--- src/rtl/ubt_pkg.sv ---
package ubt_pkg;
  typedef enum logic [1:0] {
    BUSY_HOLD = 2'd0,
    BUSY_INC  = 2'd1,
    BUSY_DEC  = 2'd2,
    BUSY_ZERO = 2'd3
  } busy_op_e;
endpackage

--- src/rtl/ubt_bank_ptr.sv ---
module ubt_bank_ptr #(
  parameter int IDX_W = 2
) (
  input  logic             clk,
  input  logic             rst,
  input  logic             clr,
  input  logic             adv,
  input  logic [IDX_W-1:0] last,
  output logic [IDX_W-1:0] idx
);
  logic [IDX_W-1:0] idx_q;

  // Round-robin walk over banks 0..last.
  always_ff @(posedge clk) begin
    if (rst || clr) begin
      idx_q <= '0;
    end else if (adv) begin
      if (idx_q >= last) idx_q <= '0;
      else               idx_q <= idx_q + IDX_W'(1);
    end
  end

  assign idx = idx_q;
endmodule

--- src/rtl/ubt_busy_cnt.sv ---
module ubt_busy_cnt
  import ubt_pkg::*;
#(
  parameter int CNT_W = 2
) (
  input  logic             clk,
  input  logic             rst,
  input  busy_op_e         op,
  input  logic [CNT_W-1:0] limit,
  output logic [CNT_W-1:0] cnt
);
  logic [CNT_W-1:0] cnt_q;

  always_ff @(posedge clk) begin
    if (rst) begin
      cnt_q <= '0;
    end else begin
      unique case (op)
        BUSY_ZERO: cnt_q <= '0;
        BUSY_INC:  if (cnt_q < limit) cnt_q <= cnt_q + CNT_W'(1);
        BUSY_DEC:  if (cnt_q != '0)   cnt_q <= cnt_q - CNT_W'(1);
        default:   cnt_q <= cnt_q;
      endcase
    end
  end

  assign cnt = cnt_q;
endmodule

--- src/rtl/ubt_flags.sv ---
module ubt_flags (
  input  logic clk,
  input  logic rst,
  input  logic clr,
  input  logic nak_set,
  input  logic nak_clr,
  input  logic ferr_set,
  output logic nak,
  output logic ferr
);
  logic nak_q, ferr_q;

  // Endpoint clear dominates; for NAK a set beats a firmware clear.
  always_ff @(posedge clk) begin
    if (rst || clr) begin
      nak_q  <= 1'b0;
      ferr_q <= 1'b0;
    end else begin
      if (nak_set)      nak_q <= 1'b1;
      else if (nak_clr) nak_q <= 1'b0;
      if (ferr_set)     ferr_q <= 1'b1;
    end
  end

  assign nak  = nak_q;
  assign ferr = ferr_q;
endmodule

--- src/rtl/usb_bank_tracker.sv ---
module usb_bank_tracker
  import ubt_pkg::*;
#(
  parameter int MAX_BANKS = 3,
  localparam int IDX_W = $clog2(MAX_BANKS),
  localparam int CNT_W = $clog2(MAX_BANKS + 1)
) (
  input  logic             clk,
  input  logic             rst,
  input  logic [CNT_W-1:0] cfg_banks,
  input  logic             cfg_dir_in,
  input  logic             cfg_ctrl,
  input  logic             cfg_hb_iso,
  input  logic             ev_out_rx,
  input  logic             ev_in_sent,
  input  logic             ev_nak,
  input  logic             ev_setup,
  input  logic [7:0]       setup_byte,
  input  logic             ev_uframe_end,
  input  logic             fw_pkt_ready,
  input  logic             fw_rx_ack,
  input  logic             fw_nak_clr,
  input  logic             fw_ep_reset,
  input  logic             fw_ep_disable,
  output logic [IDX_W-1:0] st_bank,
  output logic [CNT_W-1:0] st_busy,
  output logic             st_nak,
  output logic             st_flush_err
);
  logic [CNT_W-1:0] nb;
  logic [IDX_W-1:0] last_idx;
  logic [IDX_W-1:0] idx;
  logic             ep_clr;
  logic             fill, empty, adv, flush;
  logic             ctl_dir_q;
  busy_op_e         op;

  // Effective bank count, clamped to 1..MAX_BANKS.
  always_comb begin
    if (cfg_banks == '0)                     nb = CNT_W'(1);
    else if (cfg_banks > CNT_W'(MAX_BANKS))  nb = CNT_W'(MAX_BANKS);
    else                                     nb = cfg_banks;
  end
  assign last_idx = IDX_W'(nb - CNT_W'(1));

  assign ep_clr = fw_ep_reset | fw_ep_disable;
  assign fill   = cfg_dir_in ? fw_pkt_ready : ev_out_rx;
  assign empty  = cfg_dir_in ? ev_in_sent   : fw_rx_ack;
  assign adv    = ~cfg_ctrl & (cfg_dir_in ? fw_pkt_ready : fw_rx_ack);
  assign flush  = ev_uframe_end & cfg_hb_iso & cfg_dir_in & ~cfg_ctrl
                & (st_busy != '0);

  always_comb begin
    if (ep_clr || flush)    op = BUSY_ZERO;
    else if (fill && !empty) op = BUSY_INC;
    else if (empty && !fill) op = BUSY_DEC;
    else                     op = BUSY_HOLD;
  end

  ubt_bank_ptr #(.IDX_W(IDX_W)) u_ptr (
    .clk  (clk),
    .rst  (rst),
    .clr  (ep_clr),
    .adv  (adv),
    .last (last_idx),
    .idx  (idx)
  );

  ubt_busy_cnt #(.CNT_W(CNT_W)) u_busy (
    .clk   (clk),
    .rst   (rst),
    .op    (op),
    .limit (nb),
    .cnt   (st_busy)
  );

  ubt_flags u_flags (
    .clk      (clk),
    .rst      (rst),
    .clr      (ep_clr),
    .nak_set  (ev_nak),
    .nak_clr  (fw_nak_clr),
    .ferr_set (flush),
    .nak      (st_nak),
    .ferr     (st_flush_err)
  );

  // Control data-stage direction, kept across endpoint reset.
  always_ff @(posedge clk) begin
    if (rst)                      ctl_dir_q <= 1'b0;
    else if (ev_setup && cfg_ctrl) ctl_dir_q <= setup_byte[7];
  end

  assign st_bank = cfg_ctrl ? IDX_W'(ctl_dir_q) : idx;
endmodule

--- config.mk ---
export PLATFORM = sky130hd
export DESIGN_NAME = usb_bank_tracker
export DESIGN_NICKNAME = d
export VERILOG_FILES = /design/src/rtl/ubt_pkg.sv /design/src/rtl/ubt_bank_ptr.sv /design/src/rtl/ubt_busy_cnt.sv /design/src/rtl/ubt_flags.sv /design/src/rtl/usb_bank_tracker.sv
export SDC_FILE = /design/constraint.sdc
export NUM_CORES = 1
export LEC_CHECK = 0
export BUFFER_PORTS_ARGS = -buffer_cell sky130_fd_sc_hd__buf_2
export CORE_MARGIN = 5
export CORE_UTILIZATION = 33
export CTS_CLUSTER_SIZE = 24
export DETAILED_ROUTE_END_ITERATION = 6
export PLACE_DENSITY = 0.66
export SETUP_SLACK_MARGIN = 0.15
export SYNTH_ARGS = -nofsm -noshare
export SYNTH_HDL_FRONTEND = slang
export SYNTH_HIERARCHICAL = 1
export SYNTH_SLANG_ARGS = --single-unit
--- constraint.sdc ---
create_clock -name clk -period 3.7 [get_ports clk]
set_input_delay 0.185 -clock clk [delete_from_list [all_inputs] [get_ports clk]]
set_output_delay 0.185 -clock clk [all_outputs]
set_load 0.005 [all_outputs]
# After elaboration in Yosys (flattened, before gate mapping)
# Index checks and enable logic that the tools add are counted.
[totals]
elab_cells = 51
output_inout_bits = 6
ff_bits = 7
[classes]
reduce_logical = 12
order_cmp = 3
eq_ne = 5
n_bitwise = 7
n_mux = 15
add_sub_neg = 4
[op_table]
columns = ["cell", "n"]
rows = [
  ["2-bit two-way mux", 9],
  ["2-bit one-hot mux with 3 select lines", 1],
  ["1-bit AND", 5],
  ["1-bit two-way mux", 5],
  ["2-bit by 1-bit adder with 2-bit output, second input constant", 2],
  ["2-bit equality test, second input constant", 2],
  ["2-bit nonzero test", 2],
  ["2-bit by 1-bit subtractor with 2-bit output, second input constant", 2],
  ["1-bit logical AND", 3],
  ["3-bit AND reduction", 1],
  ["3-bit nonzero test", 1],
  ["2-bit by 1-bit equality test with 1-bit output, second input constant", 1],
  ["2-bit greater-or-equal comparator", 1],
  ["2-bit greater-than comparator, second input constant", 1],
  ["1-bit zero test", 2],
  ["2-bit zero test", 1],
  ["1-bit logical OR", 2],
  ["2-bit less-than comparator", 1],
  ["2-bit by 1-bit inequality test with 1-bit output, second input constant", 1],
  ["2-bit inequality test, second input constant", 1],
  ["1-bit NOT", 1],
  ["1-bit bitwise OR", 1],
]

# Logic depth before layout (Yosys ltp)
[depth]
word_depth = 9
depth_mapped = 9
mapped_depth_nobuf = 9

# Hierarchy
# The synthesis kept the hierarchy.
[by_module_without_submodules]
columns = ["mod", "instances", "cells_each", "area_each_um2"]
rows = [
  ["ubt_busy_cnt", 1, 23, 205.2],
  ["ubt_bank_ptr", 1, 18, 161.4],
  ["usb_bank_tracker", 1, 25, 161.4],
  ["ubt_flags", 1, 6, 72.6],
]

# Worst setup path after synthesis
# No wires, ideal clock.
[synth_path]
path_type = "input to register"
startpoint = "input fw_ep_disable"
endpoint = "register u_busy.cnt_q[0], in the netlist u_busy/cnt[0]"
stages = 8
t_required_ps = 3634
slack_ps = 1738
arrival_ps = 1896
setup_time_ps = 66
n_path_buf = 0
path_cell_list = "or2_4 -> o21bai_1 -> or3_1 -> ha_1 -> a21oi_4 -> o21ai_2 -> or3_1 -> a21oi_2"
[synth_via]
elab_chain_len = 6
[synth_lines]
columns = ["element", "line_no", "text"]
rows = [
  ["start, declared", "usb_bank_tracker.sv:24", "input logic fw_ep_disable,"],
  ["1-bit bitwise OR *", "usb_bank_tracker.sv:46", "assign ep_clr = fw_ep_reset | fw_ep_disable;"],
  ["1-bit logical OR *", "usb_bank_tracker.sv:54", "if (ep_clr || flush) op = BUSY_ZERO;"],
  ["2-bit two-way mux *", "usb_bank_tracker.sv:54", ""],
  ["named net op[0]", "usb_bank_tracker.sv:36", "busy_op_e op;"],
  ["2-bit by 1-bit equality test with 1-bit output or 2-bit equality test (tied branches)", "ubt_busy_cnt.sv:18", "unique case (op)"],
  ["2-bit by 1-bit inequality test with 1-bit output (no source line) (tied with other cells)", "--", ""],
  ["3-bit AND reduction (no source line)", "--", ""],
  ["end signal, assigned", "ubt_busy_cnt.sv:20", "BUSY_INC: if (cnt_q < limit) cnt_q <= cnt_q + CNT_W'(1);"],
  ["end signal, assigned", "ubt_busy_cnt.sv:21", "BUSY_DEC: if (cnt_q != '0) cnt_q <= cnt_q - CNT_W'(1);"],
  ["end signal, assigned", "ubt_busy_cnt.sv:22", "default: cnt_q <= cnt_q;"],
  ["end, declared", "ubt_busy_cnt.sv:12", "logic [CNT_W-1:0] cnt_q;"],
]
# Mark *: on every way through the listed nets, which the timed path passes. The rest lies on a longest branch.
# A chain may end at the register's enable or synchronous reset.

# Final worst setup path
[layout_path]
startpoint = "register u_busy.cnt_q[0], in the netlist u_busy/cnt[0]"
endpoint = "register u_busy.cnt_q[0], in the netlist u_busy/cnt[0]"
[layout_via]
elab_chain_len = 7
[layout_lines]
columns = ["element", "line_no", "text"]
rows = [
  ["2-bit nonzero test *", "usb_bank_tracker.sv:51", "& (st_busy != '0);"],
  ["1-bit AND *", "usb_bank_tracker.sv:51", ""],
  ["1-bit logical OR *", "usb_bank_tracker.sv:54", ""],
  ["2-bit two-way mux *", "usb_bank_tracker.sv:54", ""],
  ["named net op[0]", "usb_bank_tracker.sv:36", ""],
  ["2-bit by 1-bit equality test with 1-bit output or 2-bit equality test (tied branches)", "ubt_busy_cnt.sv:18", ""],
  ["2-bit by 1-bit inequality test with 1-bit output (no source line) (tied with other cells)", "--", ""],
  ["3-bit AND reduction (no source line)", "--", ""],
]
# Mark *: on every way through the listed nets, which the timed path passes. The rest lies on a longest branch. The select of a mux whose other input is x is not followed.

==> impl_metrics.tcl <==
set metrics [dict create \
    status "completed" \
    syn-cell-area_um2 601 \
    finalPower_mw 0.192 \
    critPathArrivalTime_ns 2.25 \
    fin_tns_setup_ns 0 \
    synth_async_sr_flop_share_pct 0 \
    wl_met1_um 523 \
    crit_path_start_kind "register" \
    nets 130 \
    first_global_vias 571 \
    cts_hold_buf 0 \
    critPathMaxFanout 7 \
    switchingPower_mw 0.0514 \
    synth_largest_area_cell "dfxtp_1" \
    boundaryPins 31 \
    finalCriticalPeriod_ns 2.06 \
    portBuffers 23 \
    worstMarginPinSlew_ns 0.429 \
    required_ns 3.89 \
    intPower_mw 0.141 \
    final_cell_mix "buf_2, inv_1, dfxtp_1" \
    root_buffer "clkbuf_4" \
    insertion_delay_ns 0.25 \
    setup_viol 0 \
    track_usage_pct 11.4 \
    drcViolationCount 0 \
    cap_viol_max_count 0 \
    crit_path_start "u_busy/cnt[0]" \
    grt_max_degree 8 \
    postSynthCellCount 72 \
    synth_edf_count 0 \
    antenna_found_initial 0 \
    p_seq_share_pct 41.6 \
    clock-skew-final_ns 0.00566 \
    hold_viol_final 0 \
    drt_first_pass_iters 2 \
    die_w_um 52.7 \
    cellPowerDensity_nw_per_um2 250 \
    crit_type "reg -> reg" \
    hp-start "ev_nak" \
    drtAntennaViolNets 0 \
    synth-seq-cells 7 \
    first_iter_violations 1 \
    synth_top_area_share_pct 23.3 \
    pwr-share-clk_pct 35.7 \
    clockBufferDepth 2 \
    dr_wl_met2_um 632 \
    synth_fp_nets 103 \
    cts_tree "built" \
    cts_buffers 3 \
    area_delta_synth_final_pct 28.1 \
    antenna_cells 0 \
    top_layer "met4" \
    wire_per_inst_um 10.4 \
    worstSetupEndpointType "register" \
    ys_seq_area_share_pct 23.3 \
    reg2reg_from "u_busy/cnt[0]" \
    synth_ff_type "dfxtp_1" \
    min_period_over_period_pct 55.6 \
    fill_cells 204 \
    place_ws_ns 1.52 \
    dp_hpwl_um 1090 \
    cts_resized 0 \
    slew_headroom_pct 71.4 \
    path_clk_slew_ns 0.05 \
    clock_sinks 7 \
    timing.fmax_mhz 486 \
    vdd_drop_max_mv 0.135 \
    post_cts_buffers 0 \
    wl_met3_um 102 \
    synthTopCellsByArea "dfxtp_1, ha_1, inv_1" \
    setup_ws_ns 1.64 \
    netSwitchingFraction_pct 26.7 \
    final_common_cell "buf_2" \
    wl_um 1280 \
    p_comb_share_pct 22.7 \
    synth.distinct_cells 34 \
    drive_above_1_share_pct 36.7 \
    dieArea_um2 2770 \
    grt_overflow 0 \
    grt_pass1_wl_um 2290 \
    vias 569 \
    rows 15 \
    hold_path_class "in -> reg" \
    via_per_inst 4.63 \
    core_um2 1730 \
    start_util_pct 34.8 \
    slew_violations 0 \
    place_congestion 0.677 \
    rsz0062_at_grt "no" \
    power.leakage_nw 0.354 \
    yosys_warnings 6 \
    syn_area_per_cell_um2 8.34 \
    htreeDepth 1 \
    die_h_um 52.7 \
]
## worst paths after layout
check	cells past startpoint	slack, ns	endpoint
min	2	0.15	u_flags/nak
max	8	1.64	u_busy/cnt[0]
min reg2reg	2	0.46	ctl_dir_q
max reg2reg	8	1.64	u_busy/cnt[0]
## routing by layer
| metal | vias up | GRT usage, % |
|---|---|---|
| li1 | 301 | - |
| met1 | 247 | 11.7 |
| met2 | 16 | 19.4 |
| met3 | 5 | 5.41 |
| met4 | 0 | 5.11 |
| met5 | - | 0 |
## cell type report
cell class,instances,area (um^2),area share (%)
well taps,25,31.3,4.07
repair buffers,23,115,15.0
multi-input cells,56,427,55.4
clock buffers,4,26.3,3.41
inverters,8,30.0,3.90
flip-flops and latches,7,140,18.2
## synthesized netlist by cell type (2+ instances only)
cell and n:
nand2_1 6, nand2b_1 2, inv_1 8, or3_1 2, nor2b_1 2, a21oi_1 4, nand3_1 2, nor2_1 6
ha_1 6, dfxtp_1 7, o21a_1 4
## cell families (layout without fill, tap and decap cells)
family / count (synthesis) / count (layout) / synth area share (%)
XOR/XNOR: 1 / 1 / 1.46
flip-flops: 7 / 7 / 23.3
AND/OR/NAND/NOR: 30 / 30 / 30.2
adder cells (fa/ha/maj): 6 / 6 / 12.5
multiplexers: 2 / 2 / 3.54
AO/OA/AOI/OAI: 17 / 17 / 23.3
buffers and inverters: 9 / 35 / 5.62
## worst max-delay path, cell delays in order, from the launching register on
cell and delay, ns:
dfxtp_1 0.37, nor2_1 0.15, o21bai_1 0.10, or3_1 0.40, ha_1 0.26, a21oi_4 0.15, o21ai_2 0.08, or3_1 0.37
a21oi_2 0.12
## state kept, by name, summed over array words and instances (netlist names)
name / count
u_busy/cnt: 2
u_flags/nak: 1
ctl_dir_q: 1
u_ptr/idx: 2
u_flags/ferr: 1
## power by group through the flow
stage / Sequential, mW / Clock [mW] / Combinational, mW
final: 0.0801 / 0.0687 / 0.0436
after floorplan: 0.0814 / 0 / 0.0261
after detailed placement: 0.0817 / 0 / 0.0438
after global routing: 0.0806 / 0.0792 / 0.0495
after global placement: 0.0817 / 0 / 0.0428
after CTS: 0.0802 / 0.0733 / 0.0440
## metrics by stage
| step | instances | hold slack, ns | cell area, um^2 | util (%) |
|---|---|---|---|---|
| 6_report | 123 | 0.149 | 769 | 44.6 |
| 5_1_grt | 123 | 0.157 | 769 | 44.6 |
| 4_1_cts | 123 | 0.142 | 769 | 44.6 |
| 3_5_place_dp | 119 | 0.406 | 743 | 43.0 |
| 3_3_place_gp | 119 | 0.394 | 743 | 43.0 |
| 2_1_floorplan | 72 | 0.247 | 601 | - |
Note: power is estimated with default switching activity, not from simulation.
